### src/rtl/rb_pkg.sv
package rb_pkg;

  typedef enum logic [3:0] {
    OP_NOP  = 4'd0,  OP_WR8  = 4'd1,  OP_WR16 = 4'd2,  OP_INC  = 4'd3,
    OP_DEC  = 4'd4,  OP_XDH  = 4'd5,  OP_XAF  = 4'd6,  OP_XALL = 4'd7,
    OP_LDAI = 4'd8,  OP_LDAR = 4'd9,  OP_LDIA = 4'd10, OP_LDRA = 4'd11,
    OP_PUSH = 4'd12, OP_POP  = 4'd13, OP_XSP  = 4'd14, OP_RSV  = 4'd15
  } rb_op_e;

  typedef enum logic [2:0] {
    MS_IDLE, MS_PUSH, MS_POP, MS_XRD, MS_XWR
  } ms_state_e;

  localparam int P_BC = 0;
  localparam int P_DE = 1;
  localparam int P_HL = 2;
  localparam int P_AF = 3;
  localparam int NPAIR = 4;
  localparam int NWORD = 4;

  // flag byte after moving a special register into the accumulator
  function automatic logic [7:0] load_flags(input logic [7:0] v, input logic [7:0] f_old);
    return {v[7], (v == 8'h00), v[5], 1'b0, v[3], 1'b0, 1'b0, f_old[0]};
  endfunction

endpackage

### src/rtl/rb_pair_bank.sv
module rb_pair_bank
  import rb_pkg::*;
#(
  parameter int BW = 8
) (
  input  logic                          clk,
  input  logic                          rst,
  input  logic                          wr8_en,
  input  logic [2:0]                    wr8_sel,
  input  logic [BW-1:0]                 wr8_data,
  input  logic                          wr16_en,
  input  logic [1:0]                    wr16_sel,
  input  logic [2*BW-1:0]               wr16_data,
  input  logic                          f_we,
  input  logic [BW-1:0]                 f_data,
  input  logic                          sw_dehl,
  input  logic                          sw_af,
  input  logic                          sw_all,
  output logic [NPAIR-1:0][2*BW-1:0]    act_v,
  output logic [NPAIR-1:0][2*BW-1:0]    sh_v
);
  localparam int WW = 2 * BW;

  // low byte held at index lo, high byte at index hi
  logic [BW-1:0] a_lo [NPAIR];
  logic [BW-1:0] a_hi [NPAIR];
  logic [BW-1:0] s_lo [NPAIR];
  logic [BW-1:0] s_hi [NPAIR];

  always_ff @(posedge clk) begin
    for (int p = 0; p < NPAIR; p++) begin
      if (rst) begin
        a_lo[p] <= '0; a_hi[p] <= '0; s_lo[p] <= '0; s_hi[p] <= '0;
      end else if (sw_all && p != P_AF) begin
        a_lo[p] <= s_lo[p]; a_hi[p] <= s_hi[p];
        s_lo[p] <= a_lo[p]; s_hi[p] <= a_hi[p];
      end else if (sw_af && p == P_AF) begin
        a_lo[p] <= s_lo[p]; a_hi[p] <= s_hi[p];
        s_lo[p] <= a_lo[p]; s_hi[p] <= a_hi[p];
      end else if (sw_dehl && (p == P_DE || p == P_HL)) begin
        a_lo[p] <= (p == P_DE) ? a_lo[P_HL] : a_lo[P_DE];
        a_hi[p] <= (p == P_DE) ? a_hi[P_HL] : a_hi[P_DE];
      end else begin
        if (wr16_en && wr16_sel == 2'(p)) begin
          a_lo[p] <= wr16_data[BW-1:0];
          a_hi[p] <= wr16_data[WW-1:BW];
        end
        if (wr8_en && wr8_sel[2:1] == 2'(p)) begin
          if (wr8_sel[0]) a_lo[p] <= wr8_data;
          else            a_hi[p] <= wr8_data;
        end
        if (f_we && p == P_AF) a_lo[p] <= f_data;
      end
    end
  end

  for (genvar g = 0; g < NPAIR; g++) begin : g_view
    assign act_v[g] = {a_hi[g], a_lo[g]};
    assign sh_v[g]  = {s_hi[g], s_lo[g]};
  end


  dehl_swap_chk: assert property (@(posedge clk) disable iff (rst)
    sw_dehl |=> (act_v[P_DE] == $past(act_v[P_HL])) && (act_v[P_HL] == $past(act_v[P_DE]))
                && (sh_v == $past(sh_v)));


  af_swap_iso_chk: assert property (@(posedge clk) disable iff (rst)
    sw_af |=> (act_v[P_BC] == $past(act_v[P_BC])) && (act_v[P_AF] == $past(sh_v[P_AF])));


  bulk_swap_chk: assert property (@(posedge clk) disable iff (rst)
    sw_all |=> (act_v[P_DE] == $past(sh_v[P_DE])) && (sh_v[P_HL] == $past(act_v[P_HL]))
               && (act_v[P_AF] == $past(act_v[P_AF])));

endmodule

### src/rtl/rb_special.sv
module rb_special
  import rb_pkg::*;
#(
  parameter int              BW     = 8,
  parameter logic [2*BW-1:0] SP_RST = '1
) (
  input  logic                         clk,
  input  logic                         rst,
  input  logic                         i_we,
  input  logic                         r_we,
  input  logic [BW-1:0]                b_data,
  input  logic                         wr16_en,
  input  logic [1:0]                   wr16_sel,
  input  logic [2*BW-1:0]              wr16_data,
  input  logic                         sp_we,
  input  logic [2*BW-1:0]              sp_data,
  output logic [BW-1:0]                i_v,
  output logic [BW-1:0]                r_v,
  output logic [NWORD-1:0][2*BW-1:0]   w_v
);
  localparam int WW    = 2 * BW;
  localparam int SP_IX = 2;

  always_ff @(posedge clk) begin
    if (rst) begin
      i_v <= '0;
      r_v <= '0;
    end else begin
      if (i_we) i_v <= b_data;
      if (r_we) r_v <= b_data;
    end
  end

  // index 0 IX, 1 IY, 2 SP, 3 PC
  for (genvar k = 0; k < NWORD; k++) begin : g_word
    localparam logic [WW-1:0] RV = (k == SP_IX) ? SP_RST : '0;
    logic [WW-1:0] q;
    always_ff @(posedge clk) begin
      if (rst)                                 q <= RV;
      else if (k == SP_IX && sp_we)            q <= sp_data;
      else if (wr16_en && wr16_sel == 2'(k))   q <= wr16_data;
    end
    assign w_v[k] = q;
  end


  sp_hold_chk: assert property (@(posedge clk) disable iff (rst)
    (!sp_we && !(wr16_en && wr16_sel == 2'(SP_IX))) |=> $stable(w_v[SP_IX]));

endmodule

### src/rtl/rb_mem_seq.sv
module rb_mem_seq
  import rb_pkg::*;
#(
  parameter int AW = 16,
  parameter int DW = 16
) (
  input  logic          clk,
  input  logic          rst,
  input  logic          go_push,
  input  logic          go_pop,
  input  logic          go_xchg,
  input  logic [AW-1:0] base_addr,
  input  logic [DW-1:0] out_val,
  input  logic [2:0]    tgt,
  input  logic          mem_ack,
  input  logic [DW-1:0] mem_rdata,
  output logic          busy,
  output logic          mem_req,
  output logic          mem_we,
  output logic [AW-1:0] mem_addr,
  output logic [DW-1:0] mem_wdata,
  output logic          ld_en,
  output logic [2:0]    ld_sel,
  output logic [DW-1:0] ld_data,
  output logic          sp_inc
);
  ms_state_e     st;
  logic [DW-1:0] hold;

  always_ff @(posedge clk) begin
    if (rst) begin
      st <= MS_IDLE; mem_we <= 1'b0; mem_addr <= '0;
      mem_wdata <= '0; ld_sel <= '0; hold <= '0;
    end else begin
      unique case (st)
        MS_IDLE: begin
          if (go_push) begin
            st <= MS_PUSH; mem_we <= 1'b1; mem_addr <= base_addr; mem_wdata <= out_val;
          end else if (go_pop) begin
            st <= MS_POP; mem_we <= 1'b0; mem_addr <= base_addr; ld_sel <= tgt;
          end else if (go_xchg) begin
            st <= MS_XRD; mem_we <= 1'b0; mem_addr <= base_addr;
            mem_wdata <= out_val; ld_sel <= tgt;
          end
        end
        MS_PUSH, MS_POP, MS_XWR: if (mem_ack) st <= MS_IDLE;
        MS_XRD: if (mem_ack) begin
          hold <= mem_rdata; st <= MS_XWR; mem_we <= 1'b1;
        end
        default: st <= MS_IDLE;
      endcase
    end
  end

  assign mem_req = (st != MS_IDLE);
  assign busy    = mem_req;
  assign ld_en   = mem_ack && (st == MS_POP || st == MS_XWR);
  assign ld_data = (st == MS_POP) ? mem_rdata : hold;
  assign sp_inc  = mem_ack && (st == MS_POP);


  req_hold_chk: assert property (@(posedge clk) disable iff (rst)
    (mem_req && !mem_ack) |=> (mem_req && $stable(mem_addr)));


  xchg_same_addr_chk: assert property (@(posedge clk) disable iff (rst)
    (st == MS_XRD && mem_ack) |=> (mem_req && mem_we && mem_addr == $past(mem_addr)));

endmodule

### src/rtl/regbank_top.sv
module regbank_top
  import rb_pkg::*;
#(
  parameter int BW = 8
) (
  input  logic              clk,
  input  logic              rst,
  input  logic              cmd_valid,
  output logic              cmd_ready,
  input  logic [3:0]        cmd_op,
  input  logic [3:0]        cmd_sel,
  input  logic [2*BW-1:0]   cmd_data,
  input  logic [3:0]        rd8_sel,
  output logic [BW-1:0]     rd8_data,
  input  logic [3:0]        rd16_sel,
  output logic [2*BW-1:0]   rd16_data,
  output logic              mem_req,
  output logic              mem_we,
  output logic [2*BW-1:0]   mem_addr,
  output logic [2*BW-1:0]   mem_wdata,
  input  logic [2*BW-1:0]   mem_rdata,
  input  logic              mem_ack
);
  localparam int WW  = 2 * BW;
  localparam int SPW = 2;

  rb_op_e op;
  logic   busy, fire;
  logic [NPAIR-1:0][WW-1:0] act_v, sh_v;
  logic [NWORD-1:0][WW-1:0] w_v;
  logic [BW-1:0] i_v, r_v;

  logic          w8_en, f_we, i_we, r_we, w16_en, sp_we;
  logic          sw_dehl, sw_af, sw_all, go_push, go_pop, go_xchg;
  logic [2:0]    w8_sel, w16_sel, ld_sel;
  logic [BW-1:0] w8_data, f_data, b_data;
  logic [WW-1:0] w16_data, sp_data, cur16, base_addr, ld_data;
  logic          ld_en, sp_inc;

  assign op        = rb_op_e'(cmd_op);
  assign cmd_ready = !busy;
  assign fire      = cmd_valid && !busy;
  assign cur16     = cmd_sel[2] ? w_v[cmd_sel[1:0]] : act_v[cmd_sel[1:0]];

  always_comb begin
    w8_en = 1'b0; w8_sel = '0; w8_data = '0; f_we = 1'b0; f_data = '0;
    i_we = 1'b0; r_we = 1'b0; b_data = act_v[P_AF][WW-1:BW];
    w16_en = 1'b0; w16_sel = cmd_sel[2:0]; w16_data = cmd_data;
    sp_we = 1'b0; sp_data = w_v[SPW];
    sw_dehl = 1'b0; sw_af = 1'b0; sw_all = 1'b0;
    go_push = 1'b0; go_pop = 1'b0; go_xchg = 1'b0; base_addr = w_v[SPW];
    if (fire) begin
      unique case (op)
        OP_WR8: begin
          if (!cmd_sel[3]) begin
            w8_en = 1'b1; w8_sel = cmd_sel[2:0]; w8_data = cmd_data[BW-1:0];
          end else begin
            b_data = cmd_data[BW-1:0];
            i_we   = (cmd_sel[2:0] == 3'd0);
            r_we   = (cmd_sel[2:0] == 3'd1);
          end
        end
        OP_WR16: w16_en = 1'b1;
        OP_INC:  begin w16_en = 1'b1; w16_data = cur16 + WW'(1); end
        OP_DEC:  begin w16_en = 1'b1; w16_data = cur16 - WW'(1); end
        OP_XDH:  sw_dehl = 1'b1;
        OP_XAF:  sw_af   = 1'b1;
        OP_XALL: sw_all  = 1'b1;
        OP_LDAI, OP_LDAR: begin
          w8_en   = 1'b1; w8_sel = 3'd6;
          w8_data = (op == OP_LDAI) ? i_v : r_v;
          f_we    = 1'b1;
          f_data  = load_flags(w8_data, act_v[P_AF][BW-1:0]);
        end
        OP_LDIA: i_we = 1'b1;
        OP_LDRA: r_we = 1'b1;
        OP_PUSH: if (cmd_sel <= 4'd5) begin
          go_push = 1'b1; sp_we = 1'b1;
          sp_data = w_v[SPW] - WW'(2); base_addr = sp_data;
        end
        OP_POP:  go_pop  = (cmd_sel <= 4'd5);
        OP_XSP:  go_xchg = (cmd_sel == 4'd2 || cmd_sel == 4'd4 || cmd_sel == 4'd5);
        default: ;
      endcase
    end
    if (ld_en) begin
      w16_en = 1'b1; w16_sel = ld_sel; w16_data = ld_data;
    end
    if (sp_inc) begin
      sp_we = 1'b1; sp_data = w_v[SPW] + WW'(2);
    end
  end

  rb_pair_bank #(.BW(BW)) pairs_i (
    .clk, .rst,
    .wr8_en(w8_en), .wr8_sel(w8_sel), .wr8_data(w8_data),
    .wr16_en(w16_en && !w16_sel[2]), .wr16_sel(w16_sel[1:0]), .wr16_data(w16_data),
    .f_we, .f_data, .sw_dehl, .sw_af, .sw_all, .act_v, .sh_v
  );

  rb_special #(.BW(BW)) spec_i (
    .clk, .rst, .i_we, .r_we, .b_data,
    .wr16_en(w16_en && w16_sel[2]), .wr16_sel(w16_sel[1:0]), .wr16_data(w16_data),
    .sp_we, .sp_data, .i_v, .r_v, .w_v
  );

  rb_mem_seq #(.AW(WW), .DW(WW)) seq_i (
    .clk, .rst, .go_push, .go_pop, .go_xchg, .base_addr, .out_val(cur16),
    .tgt(cmd_sel[2:0]), .mem_ack, .mem_rdata, .busy, .mem_req, .mem_we,
    .mem_addr, .mem_wdata, .ld_en, .ld_sel, .ld_data, .sp_inc
  );

  always_ff @(posedge clk) begin
    if (rst) begin
      rd8_data  <= '0;
      rd16_data <= '0;
    end else begin
      if (!rd8_sel[3])
        rd8_data <= rd8_sel[0] ? act_v[rd8_sel[2:1]][BW-1:0] : act_v[rd8_sel[2:1]][WW-1:BW];
      else if (rd8_sel[2:0] == 3'd0) rd8_data <= i_v;
      else if (rd8_sel[2:0] == 3'd1) rd8_data <= r_v;
      else                           rd8_data <= '0;
      unique case (rd16_sel[3:2])
        2'd0:    rd16_data <= act_v[rd16_sel[1:0]];
        2'd1:    rd16_data <= w_v[rd16_sel[1:0]];
        2'd2:    rd16_data <= sh_v[rd16_sel[1:0]];
        default: rd16_data <= '0;
      endcase
    end
  end


  push_sp_chk: assert property (@(posedge clk) disable iff (rst)
    (fire && op == OP_PUSH && cmd_sel <= 4'd5) |=> (w_v[SPW] == $past(w_v[SPW]) - WW'(2)) && mem_req && mem_we);


  pop_sp_chk: assert property (@(posedge clk) disable iff (rst)
    sp_inc |=> (w_v[SPW] == $past(w_v[SPW]) + WW'(2)));


  busy_block_chk: assert property (@(posedge clk) disable iff (rst)
    (cmd_valid && !cmd_ready && !ld_en) |=> (act_v == $past(act_v)));

endmodule

### config.mk
export PLATFORM = sky130hd
export DESIGN_NAME = regbank_top
export DESIGN_NICKNAME = d
export VERILOG_FILES = /design/src/rtl/rb_pkg.sv /design/src/rtl/rb_pair_bank.sv /design/src/rtl/rb_special.sv /design/src/rtl/rb_mem_seq.sv /design/src/rtl/regbank_top.sv
export SDC_FILE = /design/constraint.sdc
export NUM_CORES = 1
export LEC_CHECK = 0
export BUFFER_PORTS_ARGS = -buffer_cell sky130_fd_sc_hd__clkbuf_2
export CAP_MARGIN = 10
export CORE_ASPECT_RATIO = 2
export CORE_MARGIN = 1.5
export CORE_UTILIZATION = 61
export DETAILED_ROUTE_END_ITERATION = 8
export PLACE_DENSITY = 0.8
export SYNTH_ARGS = -nofsm -noshare
export SYNTH_HDL_FRONTEND = slang
export SYNTH_HIERARCHICAL = 1
export SYNTH_SLANG_ARGS = --single-unit
### constraint.sdc
create_clock -name clk -period 11.7 [get_ports clk]
set_input_delay 0.585 -clock clk [delete_from_list [all_inputs] [get_ports clk]]
set_output_delay 0.585 -clock clk [all_outputs]
set_load 0.01 [all_outputs]
-- Yosys cells after proc, flatten, opt, wreduce, memory -nomap -nowiden
Memories as Yosys holds them, arrays and structs flattened.
Cells that the tools add are included.
- logic and storage cells: 340
- ROM bits: 0
- output and inout port bits: 59
- latch bits: 0
- flip-flop bits (word level): 159
- input port bits: 52
- memory bits (writable): 128
- memories kept: 4
- add/subtract/negate cells: 4
- divide/modulo/power cells: 0
- magnitude comparators: 4
- $mul: 0
- reduce and logical (&&, ||, !) cells: 44
- equal/unequal tests: 35
- multiplexer cells: 197
- shifts and indexed selects: 0
- bitwise gates (word level): 38
- memory list (memory ; words ; width ; read ports ; clocked after memory_dff ; write ports ; RTL line ; source):
    pairs_i.a_hi ; 4 ; 8 ; 4 ; 0 ; 4 ; rb_pair_bank.sv:26 ; logic [BW-1:0] a_hi [NPAIR];
    pairs_i.a_lo ; 4 ; 8 ; 4 ; 0 ; 4 ; rb_pair_bank.sv:25 ; logic [BW-1:0] a_lo [NPAIR];
    pairs_i.s_hi ; 4 ; 8 ; 4 ; 0 ; 4 ; rb_pair_bank.sv:28 ; logic [BW-1:0] s_hi [NPAIR];
    pairs_i.s_lo ; 4 ; 8 ; 4 ; 0 ; 4 ; rb_pair_bank.sv:27 ; logic [BW-1:0] s_lo [NPAIR];
- operator list (kind ; count):
    $mux 8 ; 49
    $mux 16 ; 22
    $bmux 16 s2 ; 6
    $mux 1 ; 101
    $pmux 16 s3 ; 1
    $or 1x1->1 ; 37
    $pmux 16 s2 ; 1
    $mux 3 ; 10
    $eq 4x4->1 const B ; 7
    $eq 4x3->1 const B ; 6
    $logic_and 1x1->1 ; 17
    $add 16x1->16 const B ; 1
    $add 16x2->16 const B ; 1
    $pmux 8 s2 ; 1
    $sub 16x1->16 const B ; 1
    $sub 16x2->16 const B ; 1
    $eq 4x2->1 const B ; 3
    $reduce_and 3->1 ; 4
    $eq 2x2->1 const B ; 5
    $eq 3x1->1 const B ; 3
    $logic_not 3->1 ; 3
    $lt 2x3->1 const B ; 3
    $pmux 3 s3 ; 1
    $logic_not 8->1 ; 1
    18 further kinds ; 37

-- Longest topological paths before layout
Gate-level depths: netlist of the first run.
- word-level depth: 14
- depth in mapped cells: 16
- depth with buffers taken out: 14

-- Modules after synthesis
Netlist of the first run, hierarchy kept.
- by module, submodules not included (module ; cells an instance ; times used ; area an instance (sq um)):
    rb_pair_bank ; 542 ; 1 ; 6358.6
    regbank_top ; 641 ; 1 ; 5940.7
    rb_special ; 357 ; 1 ; 3002.9
    rb_mem_seq ; 270 ; 1 ; 2526.2

-- Worst setup path before layout of the first run
Ideal clock, no wire load.
- path type: input to register
- start point: input port cmd_op[2]
- end point: memory pairs_i.a_hi[3][6], data pin
- path buffers: 1
- stages on the path: 13
- path slack: 6.908 ns
- required time: 11.547 ns
- arrival time: 4.639 ns
- library setup time: 0.153 ns
- cell sequence: buf_4 -> nor4b_1 -> ha_1 -> nor2b_1 -> o21a_1 -> o21ai_0 -> a21oi_1 -> or2_2 -> a31oi_1 -> xor2_1 -> o21ai_0 -> a22oi_1 -> o21ai_0
- RTL lines (what ; RTL line ; source):
    start, declared ; regbank_top.sv:10 ; input logic [3:0] cmd_op,
    end, declared ; rb_pair_bank.sv:26 ;

==> key figures, run 1 <==
Run status
  • Outcome: complete, no violations

Global route
  • All-Layer GR Usage: 0.422
  • Gr ovfl total: 0
  • Largest net degree at the start of global routing: 69
  • Vias in the first global route: 15354
  • Initial antenna violation count: 2
  • First-pass GRT wire length: 93000 um

Floorplan
  • Num rows: 88
  • Starting Density: 0.618
  • Die Wd: 124 um
  • Full die area: 30300 um^2
  • Die H: 245 um
  • Num ports: 111
  • Core outline area: 28800 um^2

CTS
  • Clk slew on worst S/H paths: 0.07 ns
  • Clk sinks: 287
  • TritonCTS buffer count: 27
  • Htree depth: 1
  • Clock root buffer: clkbuf_16
  • Clock Latency Late Sink: 0.58 ns
  • Clock Tree Buf Depth: 3
  • CTS tree: done
  • CTS resizes: 0
  • Post-CTS Setup Bufs: 0
  • # hold bufs at CTS: 0

Setup path
  • Crit Path Class: in2reg
  • CP max FO: 36
  • Arrival time worst endpoint: 5.34 ns
  • Crit-path max cell delay: 0.92 ns
  • CP startpoint kind: primary input
  • CP Cell Sequence: clkbuf_2 > buf_4 > mux4_2 > mux2_2 > ha_1 > nor2b_1 > o21a_1 > o21ai_0 > a21oi_1 > or2_2 > a31oi_1 > xor2_1 > o21ai_0 > a22oi_1 > o21ai_0
  • Cell mode on critical path: o21ai_0
  • CP endpoint kind: register
  • WP data required: 12.12 ns
  • Critical-path top delay cell: o21ai_0

Cells and area
  • Final Util: 0.662
  • Finished Layout Cells: 2198
  • Final Cell Area: 19100 um^2
  • Fill count: 2332
  • N_diodes: 0
  • Nets: 1887
  • Synth-to-Final Area Change: 7.18%
  • Share of layout cells above drive strength 1: 0.189
  • Multi-input gate area: 9980 um^2
  • Register area: 7030 um^2

Timing
  • Post-route setup TNS: 0 ns
  • Final Hold Fails: 0
  • Hold_ws: 0.237 ns
  • Crit path time final: 4.91 ns
  • Skew final: 0.0188 ns
  • RSZ-0062 raised after global routing: false
  • Crit share post-route: 0.420
  • Worst Slack Setup Final: 6.79 ns
  • Final setup viols: 0
  • Worst Tran Pin Value: 1.30 ns
  • Normalized max-slew margin: 0.132
  • Final max-slew violation count: 0
  • Achievable Freq: 0.203 GHz

Placed design
  • PortBufs: 110
  • # placed instances: 2147
  • GP Congestion: 1.03
  • DP HPWL: 44700 um
  • DP Area: 18300 um^2
  • Pre-CTS setup slack: 6.33 ns

Drt
  • Drt via density: 7.06
  • Routed Antenna Nets: 0
  • Via Count: 15522
  • DR WL/cell: 28.6 um
  • Residual DRC: 0
  • TritonRoute pass-1 iters: 6
  • DRT Wirelength: 62900 um
  • Initial DRC count: 2049

Synthesis
  • Most common flop cell mapped by yosys: dfxtp_1
  • Mean Syn Cell Area: 9.85 um^2
  • Synth Instances: 1810
  • Post-synthesis register bit count: 287
  • Distinct cells, synth: 85
  • Sequential fraction of the synthesis area: 0.394
  • Post-Syn Area: 17800 um^2
  • Syn. warnings: 6
  • Post-synth EDFFs: 128
  • FFs w/ async S/R, synth: 0

Pwr
  • P per Cell Area: 118 nW/um^2
  • Maximum VDD drop: 0.124 mV
  • Power Total: 2.25 mW
  • Leak pwr: 7.01 nW

Hold path
  • Min-Delay Path Class: in2reg

Run
  • Max-Cap Viols: 0
-- cells in the final DEF (no fill, tap or decap), types with 5 or more instances in the layout --
| cell type | instances |
|---|---|
| nand2_1 | 226 |
| dfxtp_1 | 159 |
| a21oi_1 | 147 |
| nor2_1 | 139 |
| edfxtp_1 | 128 |
| clkbuf_2 | 108 |
| mux4_2 | 94 |
| mux2i_1 | 85 |
| and2_1 | 69 |
| o21ai_0 | 65 |
| nand2b_1 | 55 |
| mux2_2 | 44 |
| a31oi_1 | 37 |
| a22oi_1 | 34 |
| nor3b_1 | 34 |
| buf_4 | 29 |
| clkbuf_16 | 27 |
| a211oi_1 | 26 |
| nand3_1 | 23 |
| and3_1 | 22 |
| xnor2_1 | 21 |
| xor2_1 | 19 |
| nand4b_1 | 18 |
| nor3_1 | 17 |
| inv_1 | 16 |
| ha_1 | 16 |
| a222oi_1 | 16 |
| nor4_1 | 11 |
| clkbuf_1 | 11 |
| nor2b_1 | 9 |
| o22a_1 | 8 |
| nand3b_1 | 7 |
| a21o_1 | 7 |
| and3b_1 | 6 |
| or2_2 | 5 |
| o21ai_1 | 5 |
| or3_1 | 5 |
-- registers in the layout, summed over array words and instances (netlist names) --
name             flops
seq_i/st             3
seq_i/ld_sel         3
pairs_i/a_hi        32
spec_i/r_v           8
seq_i/mem_wdata     16
pairs_i/s_lo        32
rd8_data             8
pairs_i/a_lo        32
pairs_i/s_hi        32
rd16_data           16
spec_i/i_v           8
seq_i/mem_we         1
spec_i/g_word.q     64
seq_i/mem_addr      16
seq_i/hold          16
-- layout make-up --
| type | instances | share of cell area |
|---|---|---|
| Clock buffer | 38 | 0.0375 |
| Clock inverter | 11 | 0.00445 |
| Inverter | 18 | 0.00354 |
| Multi-Input combinational cell | 1344 | 0.522 |
| Sequential cell | 287 | 0.368 |
| Tap cell | 360 | 0.0236 |
| Timing Repair Buffer | 140 | 0.0409 |
-- worst max-delay path: cells and delay by family --
kind,cells,cell delay (ns)
compound gates,7,2.25
xor+xnor,1,0.08
fa+ha+maj,1,0.36
buf+inv,2,0.64
mux,2,0.89
simple gates,2,0.50
-- power breakdown --
| group | total, mW | internal, mW | switching [mW] |
|---|---|---|---|
| combinational | 0.291 | 0.112 | 0.179 |
| clock | 0.850 | 0.450 | 0.400 |
| sequential | 1.11 | 1.08 | 0.0311 |
| total | 2.25 | 1.64 | 0.610 |
-- Yosys cell counts (21+ instances only) --
master    instances  area share
a211oi_1         26       0.011
dfxtp_1         159        0.18
xnor2_1          21       0.010
and3_1           22      0.0077
a31oi_1          37       0.013
and2_1           69       0.024
mux2_2           44       0.028
a21oi_1         147       0.041
buf_2            28      0.0079
mux2i_1          85       0.048
edfxtp_1        128        0.22
a22oi_1          34       0.014
o21ai_0          65       0.018
nor2_1          140       0.029
clkbuf_1         94       0.020
mux4_2           94        0.12
nand2_1         226       0.048
nor3b_1          35       0.015
nand2b_1         55       0.019
nand3_1          23      0.0065
-- routing by layer --
layer  vias to the layer above  global-route usage  share of wire
met5                         -                   0        0.00025
met4                         2               0.381           0.11
met1                      7361               0.443           0.31
li1                       6655                   -              -
met3                       398               0.101           0.10
met2                      1106               0.684           0.48
-- worst paths after layout --
path / from / end / slack, ns / cells after the start
setup / recovery: cmd_sel[0] / pairs_i/a_hi[3][6] / 6.79 / 15
hold / removal: mem_rdata[6] / seq_i/hold[6] / 0.24 / 3
setup reg to reg: seq_i/st[2] / pairs_i/a_hi[0][3] / 6.94 / 13
hold reg to reg: seq_i/hold[11] / seq_i/hold[11] / 0.46 / 2
-- logic make-up after synthesis --
kind of cell | count (synthesis) | synth area share
xor+xnor | 41 | 0.0209
simple gates | 689 | 0.202
buf+inv | 181 | 0.0479
compound gates | 371 | 0.128
other cells | 1 | 0.000210
fa+ha+maj | 17 | 0.0124
flops | 287 | 0.394
mux | 223 | 0.194
(Power assumes the default switching activity.)
==> run 2: changes to the inputs <==
clock period = 4.73 ns   (was 11.7 ns; I/O delays follow)
==> run 2 against run 1 <==
Clock power increased to 3.1 times the previous value. Design area is 3.8% higher. Count of clock-buffer cells in the layout decreased by 4. Global-route usage is 0.66 points lower. Final cell count is 2.5% higher. Flip-flop and latch count unchanged. Via count rose by 1.1%. Combinational power rose to 2.6 times the previous value. Routed wire length is 0.40% lower. Die area is the same. Critical endpoint is now spec_i/g_word[2].q[13].
==> key figures, run 2 (same netlist as run 1, synthesis figures left out) <==
Cells and area
  • Synth-to-Final Area Change: 11.2%
  • Fill count: 2189
  • Largest register FFs: 64
  • Biggest register: spec_i/g_word.q
  • Share of layout cells above drive strength 1: 0.210
  • Finished Layout Cells: 2253
  • Commonest cells after routing, fill and taps aside: nand2_1 (226), dfxtp_1 (159), a21oi_1 (147)
  • N_diodes: 0
  • Most common cell after layout, fill and taps aside: nand2_1
  • Nets: 1941

Global route
  • All-Layer GR Usage: 0.416
  • First-pass GRT wire length: 91600 um
  • Gr ovfl total: 0
  • Vias in the first global route: 15383
  • Largest net degree at the start of global routing: 78
  • Initial antenna violation count: 2

Pwr
  • Cell-internal power: 4.53 mW
  • Sequential power share: 0.447
  • Comb power frac: 0.124
  • Clock power share: 0.429
  • Psw: 1.60 mW
  • Switching fraction of total power: 0.261
  • Maximum VDD drop: 0.333 mV
  • Leak pwr: 7.38 nW
  • P per Cell Area: 309 nW/um^2

Drt
  • Initial DRC count: 2078
  • DRT Wirelength: 62600 um
  • Residual DRC: 0
  • Drt via density: 6.97
  • DR WL/cell: 27.8 um
  • Via Count: 15694
  • Routed Antenna Nets: 0
  • TritonRoute pass-1 iters: 7

Timing
  • Crit path time final: 4.24 ns
  • RSZ-0062 raised after global routing: false
  • Skew final: 0.0198 ns
  • Final max-slew violation count: 0
  • Achievable Freq: 0.236 GHz
  • Final Hold Fails: 0
  • Post-route setup TNS: 0 ns
  • Crit share post-route: 0.896
  • Normalized max-slew margin: 0.156
  • Worst Tran Pin Value: 1.26 ns
  • Final setup viols: 0

Hold path
  • Min-Delay Path Class: in2reg

Floorplan
  • Full die area: 30300 um^2
  • Die Wd: 124 um
  • Core outline area: 28800 um^2
  • Num rows: 88
  • Starting Density: 0.618
  • Die H: 245 um
  • Num ports: 111

Run
  • Max-Cap Viols: 0

Setup path
  • Register-to-Register Setup Slack: 0.49 ns
  • CP startpoint kind: register
  • Crit Path Class: reg2reg
  • Arrival time worst endpoint: 4.77 ns
  • CP max FO: 5
  • CP endpoint kind: register
  • WP data required: 5.26 ns

Placed design
  • PortBufs: 110
  • GP Congestion: 1.04
  • # placed instances: 2187
  • DP HPWL: 44800 um

Run status
  • Outcome: complete, no violations

CTS
  • Clock Tree Buf Depth: 3
  • CTS tree: done
  • Post-CTS Setup Bufs: 0
  • Clock root buffer: clkbuf_16
  • Htree depth: 1
  • # hold bufs at CTS: 16
  • TritonCTS buffer count: 27
  • Clk slew on worst S/H paths: 0.07 ns
  • Clock Latency Late Sink: 0.61 ns
  • Clk sinks: 287
  • CTS resizes: 0
## run 2: cell count changes in the layout (fill, tap and decap cells not counted), moves of 2 or more
cell	previous run	this run
inv_6	1	3
clkbuf_1	11	2
dlygate4sd3_1	0	16
clkinv_2	3	1
bufinv_16	1	7
clkinv_1	4	1
clkbuf_16	27	30
buf_4	29	68
clkbuf_8	0	2
## run 2: routing by layer
layer | share of wire | vias to the layer above | global-route usage
met5 | 0 | - | 0.0104
li1 | - | 6766 | -
met1 | 0.31 | 7432 | 0.442
met4 | 0.11 | 0 | 0.363
met2 | 0.48 | 1137 | 0.667
met3 | 0.11 | 359 | 0.107
## run 2: final timing paths
path                      startpoint                      to  cells past startpoint
setup reg to reg  pairs_i/a_lo[2][2]  spec_i/g_word[2].q[13]                     14
setup / recovery  pairs_i/a_lo[2][2]  spec_i/g_word[2].q[13]                     14
hold / removal               mem_ack             seq_i/st[2]                      3
hold reg to reg       seq_i/hold[10]          seq_i/hold[10]                      2
## run 2: layout make-up
class	count	area (um^2)	area share
clock buffer	34	786	0.0396
multi-input combinational	1344	9980	0.503
timing repair buffer	194	1240	0.0627
inverter	18	67.6	0.00341
tap	360	450	0.0227
clock inverter	16	274	0.0138
sequential	287	7030	0.354
## run 2: per-stage QoR
step | util | power [mW] | cell area, um^2 | setup WS, ns | hold slack, ns
after floorplan | - | 3.22 | 17800 | 0.287 | 0.308
after global placement | 0.645 | 3.49 | 18600 | 0.316 | 0.440
after detailed placement | 0.645 | 3.50 | 18600 | 0.261 | 0.447
after CTS | 0.687 | 6.09 | 19800 | 0.585 | 0.0182
after global routing | 0.687 | 6.27 | 19800 | 0.405 | 0.0304
final | 0.687 | 6.13 | 19800 | 0.493 | 0.00138
## run 2: power groups by stage
| stage | clock [mW] | sequential, mW | combinational [mW] |
|---|---|---|---|
| global route | 2.74 | 2.75 | 0.787 |
| detailed placement | 0 | 2.79 | 0.712 |
| floorplan | 0 | 2.76 | 0.460 |
| global placement | 0 | 2.78 | 0.705 |
| CTS | 2.63 | 2.73 | 0.727 |
| finish | 2.63 | 2.74 | 0.757 |
## run 2: worst max-delay path, cell delays in order, from the launching register on
cell and delay [ns]:
edfxtp_1 0.49, mux4_2 0.49, mux2_2 0.33, ha_1 0.36, nand2_1 0.11, nor3_1 0.05, o41ai_1 0.47, buf_4 0.20
nor2_1 0.08, a41oi_1 0.25, xnor2_1 0.10, o221ai_1 0.68, buf_4 0.27, nand2_1 0.06, a31oi_1 0.21
